--- src/rtl/plane_route_pkg.sv ---
package plane_route_pkg;

    localparam int PLANE_W   = 4;
    localparam int ADDR_W    = 32;
    localparam int RID_W     = 16;
    localparam int NUM_PORTS = 8;
    localparam int PORT_W    = $clog2(NUM_PORTS);

    typedef logic [PLANE_W-1:0] plane_t;
    typedef logic [ADDR_W-1:0]  addr_t;
    typedef logic [RID_W-1:0]   rid_t;
    typedef logic [PORT_W-1:0]  port_t;

    // One route table entry
    typedef struct packed {
        logic   used;
        logic   id_chk;
        rid_t   rid;
        addr_t  lo;
        addr_t  hi;
        port_t  egress;
        plane_t plane;
        logic   upstream;
    } route_ent_t;

    // Lookup key after plane substitution
    typedef struct packed {
        port_t  src;
        logic   upstream;
        plane_t plane;
        rid_t   rid;
        addr_t  addr;
    } hdr_t;

    function automatic logic ent_hits(route_ent_t e, hdr_t h);
        return e.used
            && (e.plane == h.plane)
            && (e.upstream == h.upstream)
            && (h.addr >= e.lo)
            && (h.addr <= e.hi)
            && (!e.id_chk || (e.rid == h.rid));
    endfunction

    function automatic logic [NUM_PORTS-1:0] port_onehot(port_t p);
        return NUM_PORTS'(1) << p;
    endfunction

endpackage

--- src/rtl/pr_route_table.sv ---
module pr_route_table
    import plane_route_pkg::*;
#(
    parameter int NUM_ENTRIES = 8,
    localparam int IW = $clog2(NUM_ENTRIES)
) (
    input  logic                    clk,
    input  logic                    rst,
    input  logic                    wr_en,
    input  logic [IW-1:0]           wr_idx,
    input  route_ent_t              wr_ent,
    input  hdr_t                    key,
    output logic [NUM_ENTRIES-1:0]  hit_vec,
    output port_t [NUM_ENTRIES-1:0] egress_tab
);

    for (genvar g = 0; g < NUM_ENTRIES; g++) begin : g_ent
        route_ent_t ent_q;

        always_ff @(posedge clk) begin
            if (rst) begin
                ent_q <= '0;
            end else if (wr_en && (wr_idx == IW'(g))) begin
                ent_q <= wr_ent;
            end
        end

        assign hit_vec[g]    = ent_hits(ent_q, key);
        assign egress_tab[g] = ent_q.egress;
    end

endmodule

--- src/rtl/pr_first_hit.sv ---
module pr_first_hit #(
    parameter int NUM_ENTRIES = 8,
    localparam int IW = $clog2(NUM_ENTRIES)
) (
    input  logic [NUM_ENTRIES-1:0] hit_vec,
    output logic                   any_hit,
    output logic [IW-1:0]          win_idx
);

    always_comb begin
        any_hit = |hit_vec;
        win_idx = '0;
        for (int i = NUM_ENTRIES - 1; i >= 0; i--) begin
            if (hit_vec[i]) begin
                win_idx = IW'(i);
            end
        end
    end

endmodule

--- src/rtl/pr_port_bind.sv ---
module pr_port_bind
    import plane_route_pkg::*;
(
    input  logic   clk,
    input  logic   rst,
    input  logic   wr_en,
    input  port_t  wr_port,
    input  logic   wr_legacy,
    input  plane_t wr_plane,
    input  port_t  ing_port,
    output logic   ing_legacy,
    output plane_t ing_plane,
    input  port_t  egr_port,
    output logic   egr_legacy
);

    logic   [NUM_PORTS-1:0] legacy_q;
    plane_t [NUM_PORTS-1:0] plane_q;

    for (genvar p = 0; p < NUM_PORTS; p++) begin : g_port
        always_ff @(posedge clk) begin
            if (rst) begin
                legacy_q[p] <= 1'b0;
                plane_q[p]  <= '0;
            end else if (wr_en && (wr_port == PORT_W'(p))) begin
                legacy_q[p] <= wr_legacy;
                plane_q[p]  <= wr_plane;
            end
        end
    end

    assign ing_legacy = legacy_q[ing_port];
    assign ing_plane  = plane_q[ing_port];
    assign egr_legacy = legacy_q[egr_port];

endmodule

--- src/rtl/plane_route_unit.sv ---
module plane_route_unit
    import plane_route_pkg::*;
#(
    parameter int NUM_ENTRIES = 8,
    parameter int MGMT_PORT   = 7,
    localparam int IW = $clog2(NUM_ENTRIES)
) (
    input  logic                 clk,
    input  logic                 rst,
    input  logic                 cfg_we,
    input  logic                 cfg_kind,
    input  logic [IW-1:0]        cfg_idx,
    input  logic                 cfg_used,
    input  logic                 cfg_id_chk,
    input  logic [RID_W-1:0]     cfg_rid,
    input  logic [ADDR_W-1:0]    cfg_lo,
    input  logic [ADDR_W-1:0]    cfg_hi,
    input  logic [PORT_W-1:0]    cfg_port,
    input  logic [PLANE_W-1:0]   cfg_plane,
    input  logic                 cfg_up,
    input  logic                 in_valid,
    output logic                 in_ready,
    input  logic [PORT_W-1:0]    in_src,
    input  logic                 in_up,
    input  logic [PLANE_W-1:0]   in_plane,
    input  logic [RID_W-1:0]     in_rid,
    input  logic [ADDR_W-1:0]    in_addr,
    output logic                 out_valid,
    input  logic                 out_ready,
    output logic [NUM_PORTS-1:0] out_port_oh,
    output logic                 out_ur,
    output logic                 out_tagged,
    output logic [PLANE_W-1:0]   out_plane,
    output logic [RID_W-1:0]     out_rid,
    output logic [ADDR_W-1:0]    out_addr,
    output logic                 out_up
);

    route_ent_t               wr_ent;
    hdr_t                     key;
    logic [NUM_ENTRIES-1:0]   hit_vec;
    port_t [NUM_ENTRIES-1:0]  egress_tab;
    logic                     any_hit;
    logic [IW-1:0]            win_idx;
    logic                     src_legacy;
    plane_t                   src_plane;
    logic                     dst_legacy;
    logic                     is_mgmt;
    logic                     miss;
    logic                     strip;
    port_t                    dst;

    always_comb begin
        wr_ent.used     = cfg_used;
        wr_ent.id_chk   = cfg_id_chk;
        wr_ent.rid      = cfg_rid;
        wr_ent.lo       = cfg_lo;
        wr_ent.hi       = cfg_hi;
        wr_ent.egress   = cfg_port;
        wr_ent.plane    = cfg_plane;
        wr_ent.upstream = cfg_up;
    end

    // Plane substitution for legacy ingress happens before the lookup
    always_comb begin
        key.src      = in_src;
        key.upstream = in_up;
        key.rid      = in_rid;
        key.addr     = in_addr;
        key.plane    = src_legacy ? src_plane : in_plane;
    end

    pr_route_table #(.NUM_ENTRIES(NUM_ENTRIES)) u_table (
        .clk        (clk),
        .rst        (rst),
        .wr_en      (cfg_we && !cfg_kind),
        .wr_idx     (cfg_idx),
        .wr_ent     (wr_ent),
        .key        (key),
        .hit_vec    (hit_vec),
        .egress_tab (egress_tab)
    );

    pr_first_hit #(.NUM_ENTRIES(NUM_ENTRIES)) u_pick (
        .hit_vec (hit_vec),
        .any_hit (any_hit),
        .win_idx (win_idx)
    );

    pr_port_bind u_bind (
        .clk        (clk),
        .rst        (rst),
        .wr_en      (cfg_we && cfg_kind),
        .wr_port    (cfg_port),
        .wr_legacy  (cfg_used),
        .wr_plane   (cfg_plane),
        .ing_port   (in_src),
        .ing_legacy (src_legacy),
        .ing_plane  (src_plane),
        .egr_port   (dst),
        .egr_legacy (dst_legacy)
    );

    always_comb begin
        is_mgmt = (key.plane == '0);
        dst     = is_mgmt ? PORT_W'(MGMT_PORT) : egress_tab[win_idx];
        miss    = !is_mgmt && !any_hit;
        strip   = !miss && dst_legacy;
    end

    assign in_ready = !out_valid || out_ready;

    always_ff @(posedge clk) begin
        if (rst) begin
            out_valid   <= 1'b0;
            out_port_oh <= '0;
            out_ur      <= 1'b0;
            out_tagged  <= 1'b0;
            out_plane   <= '0;
            out_rid     <= '0;
            out_addr    <= '0;
            out_up      <= 1'b0;
        end else if (in_ready) begin
            out_valid <= in_valid;
            if (in_valid) begin
                out_port_oh <= miss ? '0 : port_onehot(dst);
                out_ur      <= miss;
                out_tagged  <= !strip;
                out_plane   <= strip ? '0 : key.plane;
                out_rid     <= in_rid;
                out_addr    <= in_addr;
                out_up      <= in_up;
            end
        end
    end

    AST_PICK_IS_HIT: assert property (@(posedge clk) disable iff (rst)
        any_hit |-> hit_vec[win_idx]) else $error("picked entry not a hit");
    AST_PICK_LOWEST: assert property (@(posedge clk) disable iff (rst)
        any_hit |-> ((hit_vec & ((NUM_ENTRIES'(1) << win_idx) - NUM_ENTRIES'(1))) == '0))
        else $error("lower hit skipped");
    AST_UR_NO_PORT: assert property (@(posedge clk) disable iff (rst)
        (out_valid && out_ur) |-> (out_port_oh == '0)) else $error("UR with port");
    AST_ONE_PORT: assert property (@(posedge clk) disable iff (rst)
        (out_valid && !out_ur) |-> ($countones(out_port_oh) == 1)) else $error("port not one-hot");
    AST_HOLD_STALL: assert property (@(posedge clk) disable iff (rst)
        (out_valid && !out_ready) |=> (out_valid && $stable(out_port_oh) && $stable(out_addr)
                                       && $stable(out_plane))) else $error("output moved in stall");
    AST_STALL_BLOCKS: assert property (@(posedge clk) disable iff (rst)
        (out_valid && !out_ready) |-> !in_ready) else $error("ready during stall");
    AST_STRIP_ZERO: assert property (@(posedge clk) disable iff (rst)
        (out_valid && !out_tagged) |-> (out_plane == '0)) else $error("stripped plane nonzero");
    AST_MGMT_PORT: assert property (@(posedge clk) disable iff (rst)
        (out_valid && out_tagged && out_plane == '0) |-> (out_port_oh == port_onehot(PORT_W'(MGMT_PORT))))
        else $error("plane 0 not to mgmt");

endmodule

--- config.mk ---
export PLATFORM = sky130hd
export DESIGN_NAME = plane_route_unit
export DESIGN_NICKNAME = d
export VERILOG_FILES = /design/src/rtl/plane_route_pkg.sv /design/src/rtl/pr_route_table.sv /design/src/rtl/pr_first_hit.sv /design/src/rtl/pr_port_bind.sv /design/src/rtl/plane_route_unit.sv
export SDC_FILE = /design/constraint.sdc
export NUM_CORES = 2
export LEC_CHECK = 0
export ABC_AREA = 1
export BUFFER_PORTS_ARGS = -buffer_cell sky130_fd_sc_hd__clkbuf_2
export CORE_MARGIN = 4
export CORE_UTILIZATION = 25
export CTS_BUF_LIST = sky130_fd_sc_hd__clkbuf_2
export CTS_CLUSTER_DIAMETER = 80
export CTS_CLUSTER_SIZE = 20
export DETAILED_ROUTE_END_ITERATION = 16
export SLEW_MARGIN = 25
export SYNTH_ARGS = -nofsm -noshare
export SYNTH_HDL_FRONTEND = slang
export SYNTH_SLANG_ARGS = --single-unit
--- constraint.sdc ---
create_clock -name clk -period 6.8 [get_ports clk]
set_clock_uncertainty 0.2 [all_clocks]
set_input_delay 0.34 -clock clk [delete_from_list [all_inputs] [get_ports clk]]
set_output_delay 0.34 -clock clk [all_outputs]
set_load 0.02 [all_outputs]
# ---- Word level (Yosys, flattened, before mapping)
# Index checks and enable logic that the tools add are counted.
dict set report totals {
  out_inout_bits 65
  reg_bits 824
  elab_cells 254
  mem_bits_ro 0
  inputBits 155
  ramBits 0
  mem_count 0
  latchBits 0
}
dict set report classes {
  addsub 0
  multipliers 0
  bitwise 0
  n_reduce_logical 88
  n_lt_le_gt_ge 19
  n_div 0
  n_eq_ne 38
  muxes 20
  n_shift 1
}
# op n
set op_table {}
lappend op_table {{32-bit >= comparator} 8}
lappend op_table {{32-bit less-or-equal comparator} 8}
lappend op_table {{16-bit == test} 8}
lappend op_table {{1-bit logical AND} 60}
lappend op_table {{4-bit == test} 8}
lappend op_table {{3-bit 2-to-1 mux} 10}
lappend op_table {{3-bit == test (second input constant)} 8}
lappend op_table {{1-bit logical NOT} 14}
lappend op_table {{4-bit binary-select mux with 3-bit select} 1}
lappend op_table {{3-bit by 2-bit == test with 1-bit output (second input constant)} 4}
lappend op_table {{3-bit by 4-bit < comparator with 1-bit output (second input constant)} 3}
lappend op_table {{4-bit 2-to-1 mux} 3}
lappend op_table {{3-bit binary-select mux with 3-bit select} 1}
lappend op_table {{1-bit logical OR} 9}
lappend op_table {{1-bit == test} 8}
lappend op_table {{8-bit 2-to-1 mux} 1}
lappend op_table {{8-bit OR reduction} 1}
lappend op_table {{1-bit by 3-bit << shifter with 8-bit output (first input constant)} 1}
lappend op_table {{1-bit binary-select mux with 3-bit select} 2}
lappend op_table {{3-bit by 1-bit == test with 1-bit output (second input constant)} 2}
lappend op_table {{3-bit logical NOT} 2}
lappend op_table {{4-bit logical NOT} 1}
lappend op_table {{1-bit 2-to-1 mux} 2}
lappend op_table {{2-bit AND reduction} 1}

# ---- Logic depth before layout (Yosys ltp)
dict set report depth {
  ltp_word 24
  mapped_depth 35
  ltp_nobuf 34
}

# ---- Hierarchy
# From an unflattened synthesis, not the netlist that was laid out.
dict set report hier_totals {
  cells_unflattened 6284
  hier_area_um2 48007.3
}
# mod area_per_inst_um2 instances seq_area_each_um2 cells_per_inst
set by_module_without_submodules {}
lappend by_module_without_submodules {pr_route_table 43198.9 1 14413.8 5551}
lappend by_module_without_submodules {plane_route_unit 2637.5 1 1281.2 366}
lappend by_module_without_submodules {pr_port_bind 2072.0 1 800.8 345}
lappend by_module_without_submodules {pr_first_hit 98.8 1 0.0 22}

# ---- Worst setup path before layout
# No wires, ideal clock.
dict set report synth_timing {
  kind {input port to flip-flop}
  start {in in_addr[0]}
  end {reg out_plane[0]}
  setup_slack_ns 3.421
  t_arrival_ns 3.047
  cell_stages 29
  t_required_ns 6.468
  path_buffers 0
  setup_time_ns 0.132
  cell_sequence {inv_1 > ha_1 > inv_1 > nand2_1 > a21oi_1 > o21ai_0 > a21oi_1 > o21a_1 > nor2_1 > o21ai_0 > nand2_1 > nand2_1 > nand2_1 > nand3_1 > nand2_1 > inv_2 > nand2_1 > nor2_1 > inv_1 > nand3_4 > nand3_4 > nand2_1 > nand2_1 > nand2_1 > nand2_1 > nand2_1 > nand3_2 > nand3_1 > a21oi_1}
}
dict set report synth_via {
  elab_chain_cells 19
  word_cells_on_any_way 59
  classes_between {16 x order compare; 14 x mux; 29 x reduce/logical}
}
# element line_no
set synth_rtl {}
lappend synth_rtl {{start, declared} plane_route_unit.sv:27} ;# input logic [ADDR_W-1:0] in_addr,
lappend synth_rtl {{32-bit >= comparator} plane_route_pkg.sv:39} ;# && (h.addr >= e.lo)
lappend synth_rtl {{1-bit logical AND} plane_route_pkg.sv:39}
lappend synth_rtl {{1-bit logical AND} plane_route_pkg.sv:40} ;# && (h.addr <= e.hi)
lappend synth_rtl {{1-bit logical AND} plane_route_pkg.sv:41} ;# && (!e.id_chk || (e.rid == h.rid));
lappend synth_rtl {{3-bit 2-to-1 mux (8 in a row)} pr_first_hit.sv:14} ;# if (hit_vec[i]) begin
lappend synth_rtl {{3-bit binary-select mux with 3-bit select} plane_route_unit.sv:106} ;# dst = is_mgmt ? PORT_W'(MGMT_PORT) : egress_tab[win_idx];
lappend synth_rtl {{3-bit 2-to-1 mux (not written as such)} plane_route_unit.sv:106}
lappend synth_rtl {{3-bit 2-to-1 mux} plane_route_unit.sv:106}
lappend synth_rtl {{1-bit binary-select mux with 3-bit select} pr_port_bind.sv:34} ;# assign egr_legacy = legacy_q[egr_port];
lappend synth_rtl {{1-bit 2-to-1 mux (not written as such)} pr_port_bind.sv:34}
lappend synth_rtl {{1-bit logical AND (*)} plane_route_unit.sv:108} ;# strip = !miss && dst_legacy;
lappend synth_rtl {{4-bit 2-to-1 mux (*)} plane_route_unit.sv:129} ;# out_plane <= strip ? '0 : key.plane;
lappend synth_rtl {{end signal, assigned} plane_route_unit.sv:129}
lappend synth_rtl {{end, declared} plane_route_unit.sv:33} ;# output logic [PLANE_W-1:0] out_plane,
# Mark *: on every way between the ends. The rest lies on a longest branch, timed or not. The select of a mux whose other input is x is not followed.
# A chain may end at the register's enable or synchronous reset.

# ---- Final worst setup path
dict set report layout_timing {
  start {reg u_bind.legacy_q[6]}
  end {reg out_plane[0]}
}
dict set report layout_via {
  elab_chain_cells 24
  word_cells_on_any_way 72
  classes_between {8 x eq/ne; 17 x mux; 47 x reduce/logical}
}
# element line_no
set layout_rtl {}
lappend layout_rtl {{start, declared} pr_port_bind.sv:17} ;# logic [NUM_PORTS-1:0] legacy_q;
lappend layout_rtl {{start signal, assigned by index} pr_port_bind.sv:26} ;# legacy_q[p] <= wr_legacy;
lappend layout_rtl {{1-bit binary-select mux with 3-bit select} pr_port_bind.sv:32} ;# assign ing_legacy = legacy_q[ing_port];
lappend layout_rtl {{1-bit 2-to-1 mux (not written as such)} pr_port_bind.sv:32}
lappend layout_rtl {{4-bit 2-to-1 mux} plane_route_unit.sv:70} ;# key.plane = src_legacy ? src_plane : in_plane;
lappend layout_rtl {{4-bit == test} plane_route_pkg.sv:37} ;# && (e.plane == h.plane)
lappend layout_rtl {{1-bit logical AND} plane_route_pkg.sv:37}
lappend layout_rtl {{1-bit logical AND} plane_route_pkg.sv:38} ;# && (e.upstream == h.upstream)
lappend layout_rtl {{1-bit logical AND} plane_route_pkg.sv:39}
lappend layout_rtl {{1-bit logical AND} plane_route_pkg.sv:40}
lappend layout_rtl {{1-bit logical AND} plane_route_pkg.sv:41}
lappend layout_rtl {{3-bit 2-to-1 mux (8 in a row)} pr_first_hit.sv:14}
lappend layout_rtl {{3-bit binary-select mux with 3-bit select} plane_route_unit.sv:106}
lappend layout_rtl {{3-bit 2-to-1 mux (not written as such)} plane_route_unit.sv:106}
lappend layout_rtl {{3-bit 2-to-1 mux} plane_route_unit.sv:106}
lappend layout_rtl {{1-bit binary-select mux with 3-bit select} pr_port_bind.sv:34}
lappend layout_rtl {{1-bit 2-to-1 mux (not written as such)} pr_port_bind.sv:34}
lappend layout_rtl {{1-bit logical AND} plane_route_unit.sv:108}
lappend layout_rtl {{4-bit 2-to-1 mux (*)} plane_route_unit.sv:129}
# Marked as above.

==> flow_summary.json <==
{
  "status": "finished, final reports clean",
  "reg2reg_depth": 33,
  "stdcell_area_um2": 52300,
  "rsz0062_at_grt": "no",
  "row_count": 154,
  "grt_pass1_wl_um": 244000,
  "yosysSeqAreaShare_pct": 37.3,
  "fin_ws_ns": 0.850,
  "routed_wirelength_um": 162000,
  "cts_tree": "done",
  "setup_viol": 0,
  "hp-class": "in -> reg",
  "multi_input_area_um2": 23600,
  "worst_path_most_repeated_cell": "nand2_1",
  "reg2reg_slack_ns": 0.85,
  "seq_area_um2": 16500,
  "synth_ff_type": "dfxtp_1",
  "final_layout_size_suffix_gt1_share_pct": 6.43,
  "place_area_um2": 47100,
  "worstHoldStart": "in_addr[6]",
  "path_class": "reg -> reg",
  "max-vdd-ir-drop_uv": 151,
  "crit_path_max_fanout": 13,
  "crit_path_start_kind": "flop",
  "post-route-period-util_pct": 87.5,
  "nets": 6837,
  "dp_hpwl_um": 107000,
  "numPortBuffers": 219,
  "syn_area_um2": 44300,
  "cts.sinks": 824,
  "clock_latency_ns": 1.67,
  "pre_cts_slack_ns": 1.86,
  "drt_iter0_markers": 3305,
  "hold_end": "out_addr[6]",
  "syn_nets": 6453,
  "synth-edff-count": 0,
  "boundaryPins": 220,
  "maxSlewHeadroom_pct": 14.5,
  "hold_depth": 4,
  "drtAntennaViolNets": 0,
  "area_growth_syn_to_layout_pct": 18.1,
  "start_util_pct": 25.1,
  "power.density_nw_per_um2": 170,
  "timing.hold.ws_ns": 0.126,
  "timing.rr.end": "out_plane[0]",
  "yosysWarnings": 0,
  "drv_slew": 0,
  "worstPathRequired_ns": 8.15,
  "tns_ns": 0,
  "fill_cells": 18900,
  "cts_setup_buffers": 0,
  "worstPathArrival_ns": 7.30,
  "yosysMostFrequentCell": "nand2_1",
  "viasPerCell": 4.73,
  "dieWidth_um": 429,
  "synth_cell_type_count": 51,
  "grt_max_degree": 211,
  "die_y_um": 429,
  "postSynth.asyncResetShare_pct": 0,
  "tightest_slew_ns": 1.28,
  "core_area_um2": 176000,
  "grt-ovfl-total": 0,
  "yosysTopAreaCellShare_pct": 37.3,
  "fmax_mhz": 168,
  "yosysTopAreaCell": "dfxtp_1",
  "wire_per_inst_um": 18.9,
  "dr.pass1.iters": 5,
  "final_hold_viol_count": 0,
  "antenna_found_initial": 15,
  "vias": 40400,
  "cts_buffers": 56,
  "leakagePower_nw": 20.1,
  "regToRegStartpoint": "u_bind.legacy_q[6]",
  "grt_pass1_vias": 38700,
  "path_clk_slew_ns": 0.39,
  "synth_common_cells": "nand2_1 (920), dfxtp_1 (824), nor2_1 (818), inv_1 (688), a211oi_1 (623)",
  "route.detailed.drc": 0,
  "root_buffer": "clkbuf_2",
  "fin_crit_ns": 5.95,
  "slowest_stage": "dlygate4sd3_1",
  "maxCapViolCount": 0,
  "gp_congestion": 0.899,
  "htree_levels": 2,
  "gr-usage-all-layers_pct": 16.9,
  "die_area_um2": 184000,
  "yosys-top-cells-area": "dfxtp_1 (37%), ha_1 (14%), a211oi_1 (11%)",
  "worstSetupEndpointType": "flop",
  "max_stage_delay_ns": 0.84,
  "synth_seq_cells": 824,
  "clockBufferDepth": 3,
  "syn_inst": 5786,
  "avgSynthCellArea_um2": 7.65
}
[placed cells by master (no fill, tap or decap), types with 10 or more instances in the layout]
master	n
a211oi_1	623
a21oi_1	452
buf_4	26
clkbuf_2	279
clkinv_1	11
dfxtp_1	824
diode_2	13
dlygate4sd3_1	446
ha_1	512
inv_1	686
inv_2	10
inv_6	14
nand2_1	919
nand2_2	10
nand3_1	105
nand4_1	74
nor2_1	810
nor3_1	42
nor4_1	14
o211ai_1	14
o21a_1	15
o21ai_0	82
xnor2_1	54
xor2_1	69
[power by group]
part | switching, mW | leakage [nW] | internal (mW)
Sequential | 0.0443 | 6.67 | 4.97
Clock | 1.82 | 0.405 | 0.440
Combinational | 1.04 | 13.1 | 0.579
[kinds of logic after synthesis]
family | share of synthesized area (%)
and+or+nand+nor | 18.4
DFF | 37.3
buffers and inverters | 9.58
AOI/OAI and AO/OA | 17.9
adders and majority gates | 14.5
xor gates and xnor gates | 2.43
[sequential cells by signal, summed over array words and instances, names as in the netlist]
register	flops
out_addr	32
out_plane	4
out_port_oh	8
out_rid	16
out_tagged	1
out_up	1
out_ur	1
out_valid	1
u_bind.legacy_q	8
u_bind.plane_q	32
u_table.egress_tab	24
u_table.g_ent.ent_q	696
[worst max-delay path by stage]
stage,from,end,slack (ns)
after floorplan,in_addr[0],out_plane[0],3.42
after global placement,in_addr[31],out_plane[1],1.87
after detailed placement,in_addr[31],out_plane[0],1.86
after CTS,u_bind.legacy_q[6],out_plane[0],0.92
after global routing,u_bind.legacy_q[2],out_plane[0],0.48
final,u_bind.legacy_q[6],out_plane[0],0.85
[worst max-delay path, delay by kind of cell, from the launching register on]
kind	cells	cell delay (ns)
XOR/XNOR	1	0.12
flip-flops	1	0.38
AND/OR/NAND/NOR	26	2.39
buffers and inverters	5	2.73
AO/OA/AOI/OAI	1	0.12
[layer usage]
metal	global-route usage (%)	vias to the layer above	part of all wire, %
met1	22.0	19000	44
met5	0	-	0
met4	5.59	0	3.8
met3	2.14	260	5.3
li1	-	20100	-
met2	29.1	1114	47
[through the flow]
step | cells | utilization [%] | total power [mW]
6_report | 8554 | 29.7 | 8.90
5_1_grt | 8550 | 29.7 | 9.33
4_1_cts | 8540 | 29.7 | 8.97
3_5_place_dp | 8004 | 26.7 | 6.48
3_3_place_gp | 8004 | 26.7 | 6.44
2_1_floorplan | 5786 | - | 5.96
[layout make-up]
type                    count  area share [%]
flip-flops and latches    824            31.6
inverters                 715            5.21
diodes                     13          0.0622
clock inverters            28           0.639
clock buffers              61           0.584
multi-input cells        3875            45.1
repair buffers            698            11.3
well taps                2340            5.60
[timing repair]
item	4_1_cts	5_1_grt
resized for setup	0	0
endpoints found under the hold margin	824	1
hold buffers	447	1
(Power assumes the default switching activity.)
